**config.mk**
```make
export PLATFORM = sky130hd
export DESIGN_NAME = cond_pack_top
export DESIGN_NICKNAME = d
export VERILOG_FILES = /design/src/rtl/cond_pack_pkg.sv /design/src/rtl/cond_pack_pred.sv /design/src/rtl/cond_pack_insert.sv /design/src/rtl/cond_pack_obuf.sv /design/src/rtl/cond_pack_top.sv
export SDC_FILE = /design/constraint.sdc
export NUM_CORES = 1
export LEC_CHECK = 0
export BUFFER_PORTS_ARGS = -buffer_cell sky130_fd_sc_hd__buf_2
export CORE_ASPECT_RATIO = 0.5
export CORE_MARGIN = 3
export CORE_UTILIZATION = 30
export CTS_CLUSTER_DIAMETER = 50
export CTS_CLUSTER_SIZE = 40
export DETAILED_ROUTE_END_ITERATION = 7
export SLEW_MARGIN = 20
export SYNTH_ARGS = -nofsm -noshare
export SYNTH_HDL_FRONTEND = slang
export SYNTH_SLANG_ARGS = --single-unit
```
**constraint.sdc**
```tcl
create_clock -name clk -period 2.6 [get_ports clk]
set_input_delay 0.13 -clock clk [delete_from_list [all_inputs] [get_ports clk]]
set_output_delay 0.13 -clock clk [all_outputs]
set_load 0.03 [all_outputs]
```
**src/rtl/cond_pack_pkg.sv**
```systemverilog
package cond_pack_pkg;

   localparam int SLOT_W = 4;

   typedef enum logic [1:0] {
      ST_IDLE  = 2'd0,
      ST_RUN   = 2'd1,
      ST_DRAIN = 2'd2
   } pk_state_e;

   // bit width selected by a destination width code
   function automatic int width_bits(input logic [1:0] code);
      case (code)
         2'b01:   return 8;
         2'b10:   return 16;
         2'b11:   return 32;
         default: return 64;
      endcase
   endfunction

   // predicates per destination word after the width cap
   function automatic int slot_count(input logic [1:0] src, input logic [1:0] dst);
      int req;
      int cap;
      case (src)
         2'b01:   req = 4;
         2'b10:   req = 8;
         default: req = 1;
      endcase
      cap = width_bits(dst) / SLOT_W;
      return (req < cap) ? req : cap;
   endfunction

endpackage

```
**src/rtl/cond_pack_pred.sv**
```systemverilog
module cond_pack_pred
   import cond_pack_pkg::*;
(
   input  logic [SLOT_W-1:0] cond,
   input  logic [SLOT_W-1:0] mask,
   input  logic [SLOT_W-1:0] mode,
   output logic [SLOT_W-1:0] res
);

   // bit k of the field lands in result bit SLOT_W-1-k (first bit is MSB)
   for (genvar k = 0; k < SLOT_W; k++) begin : g_bit
      assign res[SLOT_W-1-k] = mask[k] & ~(mode[k] ^ cond[k]);
   end

endmodule

```
**src/rtl/cond_pack_insert.sv**
```systemverilog
module cond_pack_insert
   import cond_pack_pkg::*;
#(
   parameter int DATA_W = 64
) (
   input  logic [DATA_W-1:0]                    acc,
   input  logic [$clog2(DATA_W/SLOT_W)-1:0]     slot,
   input  logic [SLOT_W-1:0]                    res,
   output logic [DATA_W-1:0]                    acc_nxt
);

   localparam int NSLOT = DATA_W / SLOT_W;
   localparam int SI_W  = $clog2(NSLOT);

   for (genvar s = 0; s < NSLOT; s++) begin : g_slot
      assign acc_nxt[s*SLOT_W +: SLOT_W] =
         (slot == SI_W'(s)) ? res : acc[s*SLOT_W +: SLOT_W];
   end

endmodule

```
**src/rtl/cond_pack_obuf.sv**
```systemverilog
module cond_pack_obuf #(
   parameter int DATA_W = 64,
   parameter int IDX_W  = 8
) (
   input  logic              clk,
   input  logic              rst_n,
   input  logic              load,
   input  logic [DATA_W-1:0] ld_data,
   input  logic [IDX_W-1:0]  ld_idx,
   input  logic              ready,
   output logic              valid,
   output logic [DATA_W-1:0] data,
   output logic [IDX_W-1:0]  idx
);

   always_ff @(posedge clk) begin
      if (!rst_n) begin
         valid <= 1'b0;
         data  <= '0;
         idx   <= '0;
      end else if (load) begin
         valid <= 1'b1;
         data  <= ld_data;
         idx   <= ld_idx;
      end else if (valid && ready) begin
         valid <= 1'b0;
      end
   end


   stall_hold_chk: assert property (@(posedge clk) disable iff (!rst_n)
      valid && !ready |=> valid && $stable(data) && $stable(idx));

endmodule

```
**src/rtl/cond_pack_top.sv**
```systemverilog
module cond_pack_top
   import cond_pack_pkg::*;
#(
   parameter int VL_W   = 8,
   parameter int DATA_W = 64
) (
   input  logic              clk,
   input  logic              rst_n,
   input  logic              start,
   input  logic [VL_W-1:0]   vl,
   input  logic [3:0]        mask,
   input  logic [3:0]        mode,
   input  logic [1:0]        src_pack,
   input  logic [1:0]        dst_width,
   input  logic              cf_valid,
   input  logic [3:0]        cf_data,
   output logic              cf_ready,
   output logic              out_valid,
   input  logic              out_ready,
   output logic [DATA_W-1:0] out_data,
   output logic [VL_W-1:0]   out_idx,
   output logic              busy,
   output logic              done
);

   localparam int NSLOT = DATA_W / SLOT_W;
   localparam int SI_W  = $clog2(NSLOT);
   localparam int CNT_W = SI_W + 1;

   if (DATA_W != 64) begin : g_bad_width
      $error("cond_pack_top: DATA_W must be 64 to cover every width code");
   end
   if (VL_W < 1) begin : g_bad_vl
      $error("cond_pack_top: VL_W must be at least 1");
   end

   pk_state_e         st_q;
   logic [VL_W-1:0]   vl_q, in_cnt_q, didx_q;
   logic [3:0]        mask_q, mode_q;
   logic [1:0]        dst_q;
   logic [CNT_W-1:0]  per_q;
   logic [SI_W-1:0]   slot_q;
   logic [DATA_W-1:0] acc_q, acc_nxt, wmask;
   logic [3:0]        res;
   logic              done_q, take, last_in, close_word;

   cond_pack_pred u_pred (
      .cond (cf_data),
      .mask (mask_q),
      .mode (mode_q),
      .res  (res)
   );

   cond_pack_insert #(.DATA_W(DATA_W)) u_ins (
      .acc     (acc_q),
      .slot    (slot_q),
      .res     (res),
      .acc_nxt (acc_nxt)
   );

   assign cf_ready   = (st_q == ST_RUN) && !out_valid;
   assign take       = cf_valid && cf_ready;
   assign last_in    = (in_cnt_q == vl_q - 1'b1);
   assign close_word = ({1'b0, slot_q} == per_q - 1'b1) || last_in;
   assign busy       = (st_q != ST_IDLE);
   assign done       = done_q;

   cond_pack_obuf #(.DATA_W(DATA_W), .IDX_W(VL_W)) u_obuf (
      .clk     (clk),
      .rst_n   (rst_n),
      .load    (take && close_word),
      .ld_data (acc_nxt),
      .ld_idx  (didx_q),
      .ready   (out_ready),
      .valid   (out_valid),
      .data    (out_data),
      .idx     (out_idx)
   );

   always_ff @(posedge clk) begin
      if (!rst_n) begin
         st_q     <= ST_IDLE;
         vl_q     <= '0;
         in_cnt_q <= '0;
         didx_q   <= '0;
         mask_q   <= '0;
         mode_q   <= '0;
         dst_q    <= '0;
         per_q    <= '0;
         slot_q   <= '0;
         acc_q    <= '0;
         done_q   <= 1'b0;
      end else begin
         done_q <= 1'b0;
         case (st_q)
            ST_IDLE: if (start) begin
               if (vl == '0) begin
                  done_q <= 1'b1;
               end else begin
                  st_q     <= ST_RUN;
                  vl_q     <= vl;
                  mask_q   <= mask;
                  mode_q   <= mode;
                  dst_q    <= dst_width;
                  per_q    <= CNT_W'(slot_count(src_pack, dst_width));
                  in_cnt_q <= '0;
                  didx_q   <= '0;
                  slot_q   <= '0;
                  acc_q    <= '0;
               end
            end
            ST_RUN: if (take) begin
               in_cnt_q <= in_cnt_q + 1'b1;
               if (close_word) begin
                  acc_q  <= '0;
                  slot_q <= '0;
                  didx_q <= didx_q + 1'b1;
               end else begin
                  acc_q  <= acc_nxt;
                  slot_q <= slot_q + 1'b1;
               end
               if (last_in) st_q <= ST_DRAIN;
            end
            ST_DRAIN: if (out_valid && out_ready) begin
               st_q   <= ST_IDLE;
               done_q <= 1'b1;
            end
            default: st_q <= ST_IDLE;
         endcase
      end
   end

   // slots that fit inside the selected destination width
   for (genvar s = 0; s < NSLOT; s++) begin : g_wmask
      assign wmask[s*SLOT_W +: SLOT_W] = {SLOT_W{(s * SLOT_W) < width_bits(dst_q)}};
   end


   zero_fill_chk: assert property (@(posedge clk) disable iff (!rst_n)
      out_valid |-> (out_data & ~wmask) == '0);


   empty_job_chk: assert property (@(posedge clk) disable iff (!rst_n)
      start && !busy && vl == '0 |=> done && !busy && !out_valid);


   done_cause_chk: assert property (@(posedge clk) disable iff (!rst_n)
      done |-> $past(out_valid && out_ready) || $past(start && vl == '0));


   no_accept_idle_chk: assert property (@(posedge clk) disable iff (!rst_n)
      !busy |-> !cf_ready);

endmodule

```
After elaboration in Yosys (flattened, before gate mapping)
Cells that the tools add are included.
{ "op_classes": {"add_sub_neg": 6, "order_cmp": 1, "n_eq_ne": 30, "n_mux": 56, "bitwise": 14, "reduce_logical": 17} }
{ "ops": {"columns": ["op", "n"], "rows": [
  ["two-way mux 32 bit", 8],
  ["two-way mux 64 bit", 4],
  ["one-hot mux 64 bit (2 select lines)", 1],
  ["two-way mux 4 bit", 20],
  ["two-way mux 8 bit", 5],
  ["adder 32 x 1 -> 32 bit", 1],
  ["equality test 4 bit (second input constant)", 8],
  ["less-than comparator 32 bit", 1],
  ["one-hot mux 8 bit (2 select lines)", 2],
  ["one-hot mux 7 bit (3 select lines)", 1],
  ["adder 8 x 1 -> 8 bit (second input constant)", 2],
  ["equality test 4 x 3 -> 1 bit (second input constant)", 4],
  ["one-hot mux 4 bit (2 select lines)", 2],
  ["!= test 2 bit (second input constant)", 6],
  ["two-way mux 2 bit", 5],
  ["AND reduction 5 bit", 2],
  ["equality test 2 bit (second input constant)", 4],
  ["equality test 4 x 2 -> 1 bit (second input constant)", 2],
  ["equality test 8 bit", 1],
  ["logical NOT 8 bit", 1],
  ["subtractor 8 x 1 -> 8 bit (second input constant)", 1],
  ["equality test 2 x 1 -> 1 bit (second input constant)", 3],
  ["one-hot mux 2 bit (3 select lines)", 1],
  ["nonzero test 2 bit", 3],
  ["18 further kinds", 36]
]} }
{ "totals": {"reg_bits": 181, "elab_cells": 137} }

Logic depth before layout (Yosys ltp)
{ "depth": {"ltp_word": 11, "mapped_depth": 12, "mapped_depth_nobuf": 9} }

Modules after synthesis
From an unflattened synthesis, not the netlist that was laid out.
{ "hier_totals": {"cells_unflattened": 893, "area_unflattened_um2": 8692.1} }
{ "by_module_without_submodules": {"columns": ["module", "instances", "cells_per_inst", "area_each_um2"], "rows": [
  ["cond_pack_top", 1, 562, 4605.7],
  ["cond_pack_obuf", 1, 235, 2837.7],
  ["cond_pack_insert", 1, 88, 1188.6],
  ["cond_pack_pred", 1, 8, 60.1]
]} }

Least setup slack after synthesis
Ideal clock, no wire load.
{ "synth_path": {"path_type": "flip-flop to flip-flop", "start": "register vl_q[0]", "end": "register u_obuf.data[16]", "setup_ps": 116, "arrival_time_ps": 2331, "required_ps": 2484, "slack_ps": 152, "stages_incl_launch_ff": 12, "synth_period_minus_slack_ps": 2448, "cell_sequence": "dfxtp_1 > inv_1 > ha_1 > clkbuf_1 > or2_2 > a221oi_1 > o211ai_1 > o21ai_1 > buf_4 > buf_2 > nand3_1 > o211a_1"} }
{ "synth_via": {"elab_chain_len": 4} }
{ "synth_lines": {"columns": ["element", "line_no", "rtl"], "rows": [
  ["from (decl)", "cond_pack_top.sv:38", "logic [VL_W-1:0] vl_q, in_cnt_q, didx_q;"],
  ["from (signal assigned)", "cond_pack_top.sv:101", "vl_q <= vl;"],
  ["subtractor 8 x 1 -> 8 bit", "cond_pack_top.sv:63", "assign last_in = (in_cnt_q == vl_q - 1'b1);"],
  ["equality test 8 bit", "cond_pack_top.sv:63", null],
  ["logical OR 1 bit", "cond_pack_top.sv:64", "assign close_word = ({1'b0, slot_q} == per_q - 1'b1) || last_in;"],
  ["logical AND 1 bit", "cond_pack_top.sv:71", ".load (take && close_word),"],
  ["to (signal assigned)", "cond_pack_obuf.sv:23", "data <= ld_data;"],
  ["to (decl)", "cond_pack_obuf.sv:12", "output logic [DATA_W-1:0] data,"]
]} }
Every way passes these cells.
A chain may end at the register's enable or synchronous reset.

Worst setup path in the final report
{ "layout_path": {"start": "register vl_q[0]", "end": "register u_obuf.data[47]"} }
Same word-level chain as after synthesis.

==> impl_metrics.yaml <==
detailed_routing:
  drc_errors: 0
  ant_nets: 0
  post_drt_wl_per_cell_microns: 15.00
  viasPerCell: 4.964
  firstDrtPassIters: 4
  num_vias: 6855
  drt_iter0_markers: 446
  drt-total-wl_microns: 20710
floorplan:
  fp.dieW_microns: 239.6
  dieArea_sq_um: 29430
  die_h_microns: 122.8
  core_area_sq_um: 26640
  ios: 105
  fp-row-count: 42
  initial_core_util_pct: 30.73
timing:
  fin_skew_ps: 15.92
  fin_setup_tns_ps: 0
  rsz0062_at_grt: "false"
  fin_crit_ps: 2475
  fmax_ghz: 0.4040
  worst_pin_slew_ps: 567.5
  fin_crit_sh_pct: 95.20
  drv_slew: 0
  finalSetupViolCount: 0
  slew-limit-headroom_pct: 62.16
  hold_violations: 0
layout:
  post-route-util_pct: 37.55
  areaGrowthSynthToFinish_pct: 22.21
  stdcell_area_sq_um: 10000
  fillers: 2643
  drive_gt1_share_pct: 18.17
  multi_input_area_sq_um: 4220
  seq_area_sq_um: 3625
  final_common_cell: "dfxtp_1"
  antenna_cells: 0
  nets: 1057
  most-common-layout-cells: "dfxtp_1 (180), nand2_1 (133), buf_2 (104)"
global_routing:
  grt_usage_pct: 14.13
  grt_pass1_wl_microns: 33490
  grt_max_degree: 37
  antenna_found_initial: 0
  grt.overflow.total: 0
  grt_pass1_vias: 6660
synthesis:
  synth.avg_cell_area_sq_um: 8.918
  synthFlopType: "dfxtp_1"
  syn_nets: 959
  async_flop_share_pct: 0
  ys_ff_latch: 181
  syn_area_sq_um: 8187
  ys_seq_area_share_pct: 44.26
  synth_cells: 918
  yosys_warnings: 0
  netlist-cell-type-count: 49
  synth_edf_count: 0
worst_setup_path:
  r2r_cells: 11
  cp_max_fo: 31
  cp.required_ps: 2930
  ff2ff_setup_slack_ps: 120
  worstPathArrival_ps: 2800
  end_kind: "flop"
  critPathLaunchType: "flop"
  path_class: "reg2reg"
place:
  dp_hpwl_microns: 13930
  place_area_sq_um: 9225
  gp_congestion: 0.9082
  portBuffers: 104
worst_hold_path:
  whs_path_depth: 3
  min_path_type: "in2reg"
clocking:
  clkSinkCount: 181
  cts_tree: "done"
  cts-root-buf: "clkbuf_16"
  clockBufferDepth: 2
  cts-buffers-inserted: 17
  clk_latency_ps: 440
  path_clk_slew_ps: 70
  h-tree-depth: 4
  cts_setup_buffers: 0
power:
  clockPowerShare_pct: 44.0
  p_comb_share_pct: 9.8
  fin_total_pwr_w: 0.006160
  p_per_area_nw_per_um2: 615.7
  leakage_nw: 4.946
  seqPwrFrac_pct: 46.2
  p_sw_share_pct: 26.86
  p_switching_w: 0.001655
  peakVddDrop_v: 0.0003305
  p_int_w: 0.004505
job:
  drv_cap: 0
outcome:
  status: "finished, final reports clean"
-- metal layers --
metal  vias up  part of all wire, %  track usage (%)
met5         -                    0                0
met4         0                  1.7            4.412
met3        25                  4.9            3.907
met2       125                   46            23.40
met1      3315                   47            17.99
li1       3390                    -                -
-- power groups by stage --
stage / sequential (W) / combinational [W] / clock, W
2_1_floorplan: 0.00290 / 0.000384 / 0
3_3_place_gp: 0.00291 / 0.000571 / 0
3_5_place_dp: 0.00291 / 0.000581 / 0
4_1_cts: 0.00284 / 0.000600 / 0.00278
5_1_grt: 0.00285 / 0.000662 / 0.00289
6_report: 0.00284 / 0.000605 / 0.00271
-- synth_stat cells (2+ instances only) --
library cell	instances	area share (%)
and3_1	5	0.38
and2_1	9	0.69
nand4_1	8	0.61
a21boi_1	16	1.5
o21a_1	3	0.28
o211ai_1	2	0.18
nand2_1	134	6.1
mux2i_1	91	11
nor2b_1	21	1.6
a21oi_1	28	1.7
a221oi_1	2	0.21
dfxtp_1	181	44
a21o_1	3	0.28
xnor2_1	17	1.8
o31ai_1	2	0.18
o211a_1	64	7.8
a32oi_1	3	0.32
buf_2	19	1.2
o21ai_1	8	0.49
nor4_1	3	0.23
a22oi_1	4	0.37
nor2_1	67	3.1
inv_1	10	0.46
or3_1	5	0.38
nor3_1	4	0.24
nand2b_1	5	0.38
ha_1	12	1.8
clkbuf_1	58	2.7
nand3_1	101	6.2
xor2_1	11	1.2
o21ai_0	2	0.12
nor3b_1	3	0.28
-- cell families (layout without fill, tap and decap cells) --
family	after synthesis	after routing	share of synthesized area (%)
simple gates	375	375	21.43
flops	181	181	44.26
compound gates	141	141	13.80
mux	92	92	11.26
buf+inv	89	200	4.417
xor+xnor	28	28	2.996
fa+ha+maj	12	12	1.834
-- worst max-delay path: stages, from the launching register on --
cell and delay [ps]:
dfxtp_1 320, buf_4 150, or2_1 280, or2_0 230, a221oi_1 260, o211ai_1 160, buf_4 180, o21ai_4 170
buf_12 190, buf_12 190, nand3_1 100, o211a_1 130
-- layout make-up --
type | instances | area share (%)
Clock buffer | 17 | 4.252
Clock inverter | 15 | 2.001
Inverter | 10 | 0.3752
Multi-Input combinational cell | 648 | 42.18
Sequential cell | 181 | 36.23
Tap cell | 352 | 4.402
Timing Repair Buffer | 158 | 10.56
-- state kept, by name (all words and copies together), names as in the netlist, 5 cells and up --
signal / count
per_q: 5
u_obuf.idx: 8
didx_q: 8
u_obuf.data: 64
acc_q: 64
in_cnt_q: 8
vl_q: 8
-- path summary, 6_finish.rpt --
path,end,from
max reg2reg,u_obuf.data[47],vl_q[0]
min,vl_q[2],vl[2]
min reg2reg,acc_q[3],acc_q[3]
max,u_obuf.data[47],vl_q[0]
-- through the flow --
step                      cells  hold WS (ps)  setup slack, ps
after floorplan             918         264.8            152.4
after global placement     1335         370.6            193.6
after detailed placement   1335         380.4            129.2
after CTS                  1381         16.03            103.7
after global routing       1381         40.06            4.158
final                      1381         31.60            124.7
-- timing repair --
action,CTS,global route
endpoints found under the hold margin,14,0
hold buffers,14,0
endpoints found under the setup margin,0,50
resized for setup,0,4
Power figures use the tool's default switching activity.
